### src/rtl/es_diag_pkg.sv
package es_diag_pkg;
  parameter int unsigned ES_AW = 4;

  typedef struct packed {
    logic timing_err;
    logic data_err;
    logic cmp_err;
  } es_err_src_t;

  localparam int unsigned ES_NSRC = $bits(es_err_src_t);
endpackage

### src/rtl/es_store.sv
module es_store #(
  parameter int unsigned AW = 4
) (
  input  logic          clk,
  input  logic          rst_n,
  input  logic          wr_en,
  input  logic          wr_bit,
  input  logic          rd_en,
  output logic [AW-1:0] wr_addr,
  output logic [AW-1:0] rd_addr,
  output logic          buf_bit
);
  localparam int unsigned DEPTH = 1 << AW;

  logic [DEPTH-1:0] cells;

  for (genvar g = 0; g < DEPTH; g++) begin : g_cell
    always_ff @(posedge clk) begin
      if (!rst_n)
        cells[g] <= 1'b0;
      else if (wr_en && (wr_addr == AW'(g)))
        cells[g] <= wr_bit;
    end
  end

  always_ff @(posedge clk) begin
    if (!rst_n) begin
      wr_addr <= '0;
      rd_addr <= '0;
      buf_bit <= 1'b0;
    end else begin
      if (wr_en) wr_addr <= wr_addr + 1'b1;
      if (rd_en) begin
        buf_bit <= cells[rd_addr];
        rd_addr <= rd_addr + 1'b1;
      end
    end
  end

  assert_wr_step_R2: assert property (@(posedge clk) disable iff (!rst_n)
    wr_en |=> wr_addr == AW'($past(wr_addr) + 1'b1));
  assert_wr_hold_R2: assert property (@(posedge clk) disable iff (!rst_n)
    !wr_en |=> $stable(wr_addr));
  assert_rd_hold_R3: assert property (@(posedge clk) disable iff (!rst_n)
    !rd_en |=> $stable(rd_addr) && $stable(buf_bit));
endmodule

### src/rtl/es_diag_cmp.sv
module es_diag_cmp #(
  parameter int unsigned AW = 4
) (
  input  logic          clk,
  input  logic          rst_n,
  input  logic          cap_en,
  input  logic [AW-1:0] wr_addr,
  input  logic          wr_bit,
  input  logic          rd_en,
  input  logic [AW-1:0] rd_addr,
  input  logic          buf_bit,
  output logic          cmp_err
);
  logic          pending;
  logic          diag_q;
  logic [AW-1:0] lat_addr;
  logic          lat_bit;
  logic          take;
  logic          hit;

  assign take = cap_en && !pending;
  assign hit  = pending && !diag_q && rd_en && (rd_addr == lat_addr);

  always_ff @(posedge clk) begin
    if (!rst_n) begin
      pending  <= 1'b0;
      diag_q   <= 1'b0;
      lat_addr <= '0;
      lat_bit  <= 1'b0;
    end else begin
      if (take) begin
        lat_addr <= wr_addr;
        lat_bit  <= wr_bit;
        pending  <= 1'b1;
      end else if (diag_q) begin
        pending  <= 1'b0;
      end
      diag_q <= hit;
    end
  end

  assign cmp_err = diag_q && (buf_bit != lat_bit);

  assert_ignore_while_pending_R8: assert property (@(posedge clk) disable iff (!rst_n)
    (pending && cap_en) |=> $stable(lat_addr) && $stable(lat_bit));
  assert_cmp_single_R5: assert property (@(posedge clk) disable iff (!rst_n)
    diag_q |=> !diag_q);
  assert_cmp_needs_pending_R5: assert property (@(posedge clk) disable iff (!rst_n)
    diag_q |-> pending);
  assert_check_retires_R5: assert property (@(posedge clk) disable iff (!rst_n)
    (diag_q && !cap_en) |=> !pending);
endmodule

### src/rtl/es_err_comp.sv
module es_err_comp #(
  parameter int unsigned NSRC = 3
) (
  input  logic            clk,
  input  logic            rst_n,
  input  logic [NSRC-1:0] src,
  input  logic            clear,
  input  logic            self_test,
  output logic            err_out
);
  logic sticky;

  always_ff @(posedge clk) begin
    if (!rst_n)        sticky <= 1'b0;
    else if (clear)    sticky <= 1'b0;
    else if (|src)     sticky <= 1'b1;
  end

  assign err_out = sticky | self_test;

  assert_clear_wins_R11: assert property (@(posedge clk) disable iff (!rst_n)
    clear |=> (self_test || !err_out));
  assert_src_sets_R9: assert property (@(posedge clk) disable iff (!rst_n)
    ((|src) && !clear) |=> err_out);
  assert_sticky_R10: assert property (@(posedge clk) disable iff (!rst_n)
    (err_out && !self_test && !clear) |=> err_out);
endmodule

### src/rtl/es_diag_top.sv
module es_diag_top
  import es_diag_pkg::*;
#(
  parameter int unsigned AW = ES_AW
) (
  input  logic clk,
  input  logic rst_n,
  input  logic in_valid,
  input  logic in_data,
  input  logic cap_strobe,
  input  logic out_ready,
  output logic out_data,
  input  logic drv_data_err,
  input  logic drv_timing_err,
  input  logic err_clear,
  input  logic self_test,
  output logic card_err
);
  logic [AW-1:0] wr_addr;
  logic [AW-1:0] rd_addr;
  logic          cmp_err;
  es_err_src_t   srcs;

  es_store #(.AW(AW)) u_store (
    .clk     (clk),
    .rst_n   (rst_n),
    .wr_en   (in_valid),
    .wr_bit  (in_data),
    .rd_en   (out_ready),
    .wr_addr (wr_addr),
    .rd_addr (rd_addr),
    .buf_bit (out_data)
  );

  es_diag_cmp #(.AW(AW)) u_cmp (
    .clk     (clk),
    .rst_n   (rst_n),
    .cap_en  (cap_strobe && in_valid),
    .wr_addr (wr_addr),
    .wr_bit  (in_data),
    .rd_en   (out_ready),
    .rd_addr (rd_addr),
    .buf_bit (out_data),
    .cmp_err (cmp_err)
  );

  assign srcs.cmp_err    = cmp_err;
  assign srcs.data_err   = drv_data_err;
  assign srcs.timing_err = drv_timing_err;

  es_err_comp #(.NSRC(ES_NSRC)) u_err (
    .clk       (clk),
    .rst_n     (rst_n),
    .src       (srcs),
    .clear     (err_clear),
    .self_test (self_test),
    .err_out   (card_err)
  );

  always_comb begin
    if (rst_n && self_test)
      assert_selftest_forces_R12: assert (card_err);
  end
endmodule

### config.mk
export PLATFORM = sky130hd
export DESIGN_NAME = es_diag_top
export DESIGN_NICKNAME = d
export VERILOG_FILES = /design/src/rtl/es_diag_pkg.sv /design/src/rtl/es_store.sv /design/src/rtl/es_diag_cmp.sv /design/src/rtl/es_err_comp.sv /design/src/rtl/es_diag_top.sv
export SDC_FILE = /design/constraint.sdc
export NUM_CORES = 1
export LEC_CHECK = 0
export BUFFER_PORTS_ARGS = -buffer_cell sky130_fd_sc_hd__buf_2
export CAP_MARGIN = 20
export CORE_ASPECT_RATIO = 1.75
export CORE_UTILIZATION = 52
export CTS_CLUSTER_DIAMETER = 80
export DETAILED_ROUTE_END_ITERATION = 10
export PLACE_DENSITY = 0.73
export SETUP_SLACK_MARGIN = 0.05
export SKIP_CTS_REPAIR_TIMING = 1
export SLEW_MARGIN = 5
export SYNTH_ARGS = -nofsm -noshare
export SYNTH_HDL_FRONTEND = slang
export SYNTH_HIERARCHICAL = 1
export SYNTH_SLANG_ARGS = --single-unit
### constraint.sdc
create_clock -name clk -period 1.3 [get_ports clk]
set_clock_uncertainty 0.15 [all_clocks]
set_input_delay 0.065 -clock clk [delete_from_list [all_inputs] [get_ports clk]]
set_output_delay 0.065 -clock clk [all_outputs]
set_load 0.01 [all_outputs]
# Word-level counts from Yosys, hierarchy flattened
# Cells that the tools add are included.
# W data, S select, Z words.
totals:
  input_bits: 10
  elab_cells: 78
  ramBits: 0
  output_inout_bits: 2
  latch_bits: 0
  reg_bits: 33
  rom_bits: 0
  memories: 0
classes:
  shifts: 0
  reduce_logical: 28
  order_cmp: 1
  n_addsub: 2
  mux: 4
  eq_ne: 17
  div_mod_pow: 0
  n_bitwise: 2
  n_mul: 0
op_table:
  columns: ["operator", "count"]
  rows:
  - ["$eq A4 B4 Y1 const B", 8]
  - ["$logic_and A1 B1 Y1", 22]
  - ["$eq A4 B3 Y1 const B", 4]
  - ["$add A4 B1 Y4 const B", 2]
  - ["$eq A4 B2 Y1 const B", 2]
  - ["$lt A4 B5 Y1 const B", 1]
  - ["$bmux W1 S4", 1]
  - ["$eq A4 B1 Y1 const B", 1]
  - ["$eq A4 B4 Y1", 1]
  - ["$logic_not A4 Y1", 1]
  - ["$mux W1", 3]
  - ["$reduce_or A3 Y1", 1]
  - ["$logic_not A1 Y1", 2]
  - ["$reduce_bool A2 Y1", 1]
  - ["$reduce_or A2 Y1", 1]
  - ["$ne A1 B1 Y1", 1]
  - ["$not A1 Y1", 1]
  - ["$or A1 B1 Y1", 1]

# Depth between registers and ports, before layout
# Gate-level depths: netlist (run 1).
logic_depth:
  ltp_word: 4
  mapped_depth: 6
  mapped_depth_nobuf: 6

# Hierarchy
# The synthesis (run 1) kept the hierarchy.
modules_own_cells:
  columns: ["module", "seq_area_each_um2", "instances", "cells_each", "area_each_um2"]
  rows:
  - ["es_store", 500.5, 1, 138, 1313.8]
  - ["es_diag_cmp", 140.1, 1, 29, 325.3]
  - ["es_err_comp", 20.0, 1, 4, 40.0]
  - ["es_diag_top", 0.0, 1, 1, 6.3]

# Worst setup path before layout (run 1)
# Ideal clock, no wire load.
synth_timing:
  path_type: "register to register"
  start: "register u_store.wr_addr[0]"
  end: "register u_store.cells[2]"
  path_buffers: 0
  arrival_time_ns: 1.077
  stages_incl_launch_ff: 7
  setup_ns: 0.116
  required_ns: 1.034
  period_less_slack_ns: 1.343
  setup_slack_ns: -0.043
  path_cell_list: "dfxtp_1 > inv_1 > ha_1 > nand2_1 > nor3_1 > mux2i_1 > nor2b_1"
synth_between:
  elab_chain_len: 2
synth_rtl:
  columns: ["element", "line_no", "rtl"]
  rows:
  - ["start: declaration", "es_store.sv:9", "output logic [AW-1:0] wr_addr,"]
  - ["start signal: assignment", "es_store.sv:32", "if (wr_en) wr_addr <= wr_addr + 1'b1;"]
  - ["$eq A4 B2 Y1", "es_store.sv:21", "else if (wr_en && (wr_addr == AW'(g)))"]
  - ["$logic_and A1 B1 Y1", "es_store.sv:21", null]
  - ["end signal: indexed assignment", "es_store.sv:22", "cells[g] <= wr_bit;"]
  - ["end: declaration", "es_store.sv:15", "logic [DEPTH-1:0] cells;"]
# No other way between the ends.
# A chain may end at the register's enable or synchronous reset.

# Worst setup path in the final report (run 1)
layout_timing:
  start: "register u_store.wr_addr[0]"
  end: "register u_store.cells[8]"
layout_between:
  elab_chain_len: 2
layout_rtl:
  columns: ["element", "line_no"]
  rows:
  - ["$eq A4 B4 Y1", "es_store.sv:21"]
  - ["$logic_and A1 B1 Y1", "es_store.sv:21"]
# No other way between the ends.

==> results of run 1 <==
area by class of cell:
cell class	instances	area, µm²
clock buffers	7	86.3
clock inverters	1	30.0
fillers	242	913
inverters	2	12.5
multi-input cells	127	1060
flip-flops and latches	33	679
well taps	43	53.8
repair buffers	32	268
power by group through the flow:
stage | Clock [µW] | Sequential [µW] | Combinational, µW
final | 988 | 1080 | 347
after global routing | 1060 | 1080 | 376
after CTS | 1020 | 1070 | 273
after detailed placement | 0 | 1090 | 271
after global placement | 0 | 1090 | 264
after floorplan | 0 | 1090 | 180
layer usage:
metal  wire (µm)  vias to the layer above  GRT usage
li1            -                      638          -
met1        1410                      606      0.227
met2        2160                       41      0.393
met3         137                       16     0.0518
met4         201                        0      0.139
met5           0                        -          0
Yosys cell counts:
| cell | instances | area, µm² |
|---|---|---|
| a211oi_1 | 1 | 7.51 |
| a21oi_1 | 1 | 5.00 |
| a22oi_1 | 2 | 15.0 |
| and2_1 | 9 | 56.3 |
| and2b_4 | 1 | 10.0 |
| buf_2 | 2 | 10.0 |
| buf_4 | 3 | 22.5 |
| buf_6 | 2 | 22.5 |
| clkbuf_1 | 3 | 11.3 |
| dfxtp_1 | 33 | 661 |
| ha_1 | 5 | 62.6 |
| inv_1 | 2 | 7.51 |
| mux2i_1 | 31 | 310 |
| nand2_1 | 8 | 30.0 |
| nand3_1 | 13 | 65.1 |
| nand3b_1 | 1 | 7.51 |
| nand4_1 | 6 | 37.5 |
| nor2_1 | 1 | 3.75 |
| nor2b_1 | 26 | 163 |
| nor2b_2 | 1 | 8.76 |
| nor2b_4 | 1 | 13.8 |
| nor3_1 | 3 | 15.0 |
| nor3_2 | 1 | 10.0 |
| nor3b_1 | 1 | 7.51 |
| nor4_1 | 2 | 12.5 |
| o21a_1 | 1 | 7.51 |
| or2_1 | 1 | 6.26 |
| xnor2_1 | 5 | 43.8 |
| xor2_1 | 6 | 52.6 |
worst paths after layout:
| check | endpoint | slack [ns] | cells past startpoint |
|---|---|---|---|
| worst min register to register | u_store/cells[2]$_SDFFE_PN0P_ | 0.37 | 2 |
| worst max-delay path | u_store/cells[8]$_SDFFE_PN0P_ | -0.12 | 6 |
| worst min-delay path | u_store/rd_addr[1]$_SDFFE_PN0P_ | -0.01 | 2 |
| worst max register to register | u_store/cells[8]$_SDFFE_PN0P_ | -0.12 | 6 |
cells by family after synthesis:
logic type	after synthesis
simple gates	75
flops	33
mux	31
buf+inv	12
xor+xnor	11
compound gates	5
fa+ha+maj	5
per-stage QoR:
step / cells / worst slack [ns]
after CTS: 238 / -0.0966
after global routing: 245 / -0.150
after detailed placement: 230 / -0.0856
after floorplan: 172 / 0.0273
after global placement: 230 / -0.00152
final: 245 / -0.118
critical path, cell delays in order (launching register included):
cell	delay [ns]
dfxtp_4	0.39
inv_4	0.05
ha_4	0.16
buf_4	0.13
nand3_1	0.16
mux2i_1	0.20
nor2b_1	0.07
registers in the layout, indices dropped and copies added, names as in the netlist:
| signal | cells |
|---|---|
| u_store/buf_bit | 1 |
| u_cmp/pending | 1 |
| u_store/cells | 16 |
| u_cmp/lat_addr | 4 |
| u_store/rd_addr | 4 |
| u_cmp/lat_bit | 1 |
| u_err/sticky | 1 |
| u_store/wr_addr | 4 |
| u_cmp/diag_q | 1 |
==> qor.yml, run 1 <==
sta:
  drv_slew: 0
  hold_violations: 4
  rsz0062_at_grt: "yes"
  max_freq_mhz: 705
  layout_setup_ws_ns: -0.118
  fin_crit_sh: 1.09
  setup_viol: 6
  fin_crit_ns: 1.42
  whs_ns: -0.0150
  slew_headroom: 0.810
  tightest_slew_ns: 0.284
  finalSetupTns_ns: -0.381
floorplan:
  io_pins: 12
  die_h_um: 77.3
  fp-row-count: 27
  die_w_um: 45.0
  start_util: 0.542
  die_area_um2: 3480
  coreArea_um2: 3110
route:
  wl_per_cell_um: 16.0
  dr.pass1.iters: 4
  via_count: 1301
  drt_iter0_drc: 37
  drc_errors: 0
  wl_um: 3910
  via_per_inst: 5.31
  ant_nets: 0
critical_path:
  end_kind: "flip-flop"
  path_class: "reg -> reg"
  cp_data_required_time_ns: 1.33
  startpoint: "u_store/wr_addr[0]$_SDFFE_PN0P_"
  crit_arrival_ns: 1.45
  worstReg2RegStart: "u_store/wr_addr[0]$_SDFFE_PN0P_"
  cp_max_fo: 4
  start_kind: "flip-flop"
power_and_ir_drop:
  irDropWorstVdd_uv: 773
  p_leak_uw: 0.000903
  switching_share: 0.232
  p_per_area_nw_per_um2: 1100
  p_seq_frac: 0.447
  p_clk_frac: 0.409
  p_switching_uw: 559
  power.total_uw: 2410
  intPower_uw: 1850
  comb_power_share: 0.144
min_path:
  hp-class: "in -> reg"
  hold_start: "rst_n"
cts:
  clk_pin_slew_worst_paths_ns: 0.07
  numCtsBuffers: 5
  cts.sinks: 33
  cts-root-buf: "clkbuf_8"
  h-tree-depth: 2
  cts_tree: "done"
  worst_skew_pair.late_latency_ns: 0.29
  cts_buffer_depth: 2
yosys:
  ys_ff_latch: 33
  synth_warnings: 6
  syn_area_per_cell_um2: 9.80
  syn_inst: 172
  synthAdderAreaFrac: 0.0371
  synth_area_um2: 1690
  muxShareOfSynthArea: 0.184
  syn_nets: 187
  synthSimpleGateAreaFrac: 0.265
  synthXorXnorAreaFrac: 0.0572
  ys_seq_area_frac: 0.392
  synth_compound_area_frac: 0.0208
  synth_cell_types: 29
  synth_top_family_by_area: "simple AND/OR/NAND/NOR gates"
layout:
  final_util: 0.706
  final_cell_mix: "mux2i_1, dfxtp_1, nor2b_1, buf_4, nand3_1"
  final_cell_area_um2: 2190
  layout.nets: 216
  final_common_cell: "mux2i_1"
  syn2layout_area_growth_pct: 30.2
  diodes: 0
  drive_gt1_frac: 0.317
placed_design:
  place_hpwl_um: 2610
  dpl-instance-area_um2: 1890
  numPortBuffers: 11
  gp_congestion: 0.880
global_route:
  grtUsageTotal: 0.226
  grt_max_degree: 20
  grt_first_pass_wirelength_um: 5620
  grt_overflow: 0
  first_global_vias: 1240
  antenna_found_initial: 0
outcome:
  status: "finished, violations left"
  violations: "negative hold slack, negative setup slack"
run:
  maxCapViolCount: 0
(Power assumes the default switching activity.)
==> inputs of run 2 (changes only) <==
--- a/config.mk
+++ b/config.mk
@@ -5,6 +5,7 @@
 export SDC_FILE = /design/constraint.sdc
 export NUM_CORES = 1
 export LEC_CHECK = 0
+export ABC_AREA = 1
 export BUFFER_PORTS_ARGS = -buffer_cell sky130_fd_sc_hd__buf_2
 export CAP_MARGIN = 20
 export CORE_ASPECT_RATIO = 1.75
==> run 2 against run 1 <==
Net effect:
- the flow finishes with violations (design-rule violations, negative hold slack, negative setup slack)
- register-to-register slack improved by 0.11 ns
- largest power group unchanged
- power down 12%
- highest routed layer unchanged
- cell area is 3.6% lower
- largest cell class unchanged
- wire length increased by 4.4%
- non-clock buffer count rose by 3
- maximum frequency rose by 8.5%
- via count up 24%
- setup slack improved by 0.11 ns
- first-iteration DRC count grew 24%
- clock-buffer cell count down 1
- global-route usage is 3.3 points higher
==> qor.yml, run 2 <==
cts:
  numCtsBuffers: 5
  worst_skew_pair.late_latency_ns: 0.28
  cts.sinks: 33
  cts_buffer_depth: 2
  cts_tree: "done"
  h-tree-depth: 2
  clk_pin_slew_worst_paths_ns: 0.07
  cts-root-buf: "clkbuf_8"
global_route:
  grt_first_pass_wirelength_um: 6530
  grt_overflow: 0
  antenna_found_initial: 0
  grt.met3_usage: 0.0595
  grtUsageTotal: 0.259
  use_met2: 0.446
  use_met1: 0.264
  grt.busiest_layer: "met2"
  first_global_vias: 1545
  grt_max_degree: 18
floorplan:
  start_util: 0.554
  coreArea_um2: 2930
  die_h_um: 75.9
  fp-row-count: 26
  die_area_um2: 3360
  die_w_um: 44.2
  io_pins: 12
layout:
  drive_gt1_frac: 0.291
  largest_reg_flops: 16
  finalNonFillerCells: 303
  syn2layout_area_growth_pct: 30.4
  layout.nets: 289
  final_cell_mix: "nand2_1, dfxtp_1, inv_1, nand3_1, a21oi_1"
  final_common_cell: "nand2_1"
  top_register: "u_store/cells"
  diodes: 0
yosys:
  ys_ff_latch: 33
  synth_cell_types: 23
  synth-edff-count: 0
  synth_warnings: 6
  yosys.area.top_type: "dfxtp_1"
  ys_top_cells_by_count: "nand2_1, dfxtp_1, inv_1"
  syn_nets: 253
  synth.top_cell.area_share: 0.407
  synth_area_um2: 1620
  async_flop_share: 0
  syn_inst: 238
  synthFlopType: "dfxtp_1"
  ys_seq_area_frac: 0.407
  synth_area_leaders: "dfxtp_1, nand2_1, a21oi_1"
  synth.most_common_cell: "nand2_1"
  syn_area_per_cell_um2: 6.82
critical_path:
  cp_data_required_time_ns: 1.34
  critPathBufInv: 3
  cp_cell_sequence: "buf_6 > nand2_2 > nand2_1 > nand2_1 > nand2_1 > inv_1 > nand2_1 > nand2_1 > nand3_2 > nand2_1 > inv_1"
  start_kind: "flip-flop"
  cp_max_fo: 6
  crit_arrival_ns: 1.35
  critical_path.top_delay_family: "simple AND/OR/NAND/NOR gates"
  crit_path_frequent_cell: "nand2_1"
  end_kind: "flip-flop"
  worst_path_max_delay_cell: "dfxtp_4"
  path_class: "reg -> reg"
  slowest_delay_ns: 0.36
sta:
  fin_crit_sh: 1.01
  max_freq_mhz: 765
  setup_viol: 1
  hold_violations: 3
  tightest_slew_ns: 0.289
  drv_slew: 0
  rsz0062_at_grt: "yes"
  whs_ns: -0.0139
  fin_crit_ns: 1.31
  slew_headroom: 0.807
  layout_setup_ws_ns: -0.00655
power_and_ir_drop:
  p_switching_uw: 579
  switching_share: 0.272
  p_per_area_nw_per_um2: 1000
  comb_power_share: 0.144
  p_clk_frac: 0.349
  p_seq_frac: 0.508
  power.total_uw: 2130
  irDropWorstVdd_uv: 833
  p_leak_uw: 0.000918
  intPower_uw: 1550
placed_design:
  dpl_worst_slack_ns: -0.0388
  gp_congestion: 0.935
  numPortBuffers: 11
  place_hpwl_um: 2830
  place_inst: 286
outcome:
  status: "finished, violations left"
  violations: "design-rule violations, negative hold slack, negative setup slack"
route:
  wl_per_cell_um: 13.5
  drt_iter0_drc: 46
  dr.pass1.iters: 8
  via_per_inst: 5.33
  via_count: 1615
  wl_um: 4090
  drc_errors: 3
  ant_nets: 0
min_path:
  hp-class: "in -> reg"
run:
  maxCapViolCount: 0
[run 2: kinds of logic (layout without fill, tap and decap cells)]
| family | after synthesis | in the layout | share of synthesized area |
|---|---|---|---|
| xor gates and xnor gates | 2 | 2 | 0.0108 |
| adders and majority gates | 5 | 5 | 0.0386 |
| buffers and inverters | 39 | 76 | 0.0948 |
| DFF | 33 | 33 | 0.407 |
| and+or+nand+nor | 110 | 110 | 0.295 |
| AOI/OAI and AO/OA | 49 | 49 | 0.153 |
[run 2: worst min-delay path, stage by stage]
cell and delay (ns):
buf_2 0.14, inv_1 0.11, a21oi_1 0.07
[run 2: cell type report]
type                    instances  area, µm²
multi-input cells             166        931
repair buffers                 35        255
clock inverters                 2       10.0
fillers                       245        812
inverters                      33        134
well taps                      28       35.0
flip-flops and latches         33        678
clock buffers                   6       72.6
[run 2: power by group through the flow]
stage | logic [µW] | registers, µW | clock network (µW)
floorplan | 149 | 1090 | 0
global placement | 232 | 1090 | 0
detailed placement | 233 | 1100 | 0
CTS | 235 | 1070 | 768
global route | 340 | 1080 | 815
finish | 305 | 1080 | 741
[run 2: final timing paths]
| path | to | slack [ns] | cells after the start | start |
|---|---|---|---|---|
| worst max register to register | u_store/buf_bit$_SDFFE_PN0P_ | -0.007 | 11 | u_store/rd_addr[0]$_SDFFE_PN0P_ |
| worst max-delay path | u_store/buf_bit$_SDFFE_PN0P_ | -0.007 | 11 | u_store/rd_addr[0]$_SDFFE_PN0P_ |
| worst min register to register | u_cmp/lat_addr[3]$_SDFFE_PN0P_ | 0.33 | 2 | u_cmp/lat_addr[3]$_SDFFE_PN0P_ |
| worst min-delay path | u_store/rd_addr[0]$_SDFFE_PN0P_ | -0.01 | 3 | out_ready |
[run 2: per-stage QoR]
step	util	cell area [µm²]	TNS [ns]	hold slack (ns)
3_3_place_gp	0.613	1800	-0.143	0.146
4_1_cts	0.641	1880	-0.355	-0.153
5_1_grt	0.723	2120	-0.112	0.00489
2_1_floorplan	-	1620	0	0.0366
6_report	0.723	2120	-0.00655	-0.0139
3_5_place_dp	0.613	1800	-0.193	0.155
[run 2: routing by layer]
metal  up-vias  wire, µm
met5         -         0
met4         0       157
met3        14       119
met2        31      2200
met1       735      1610
li1        835         -
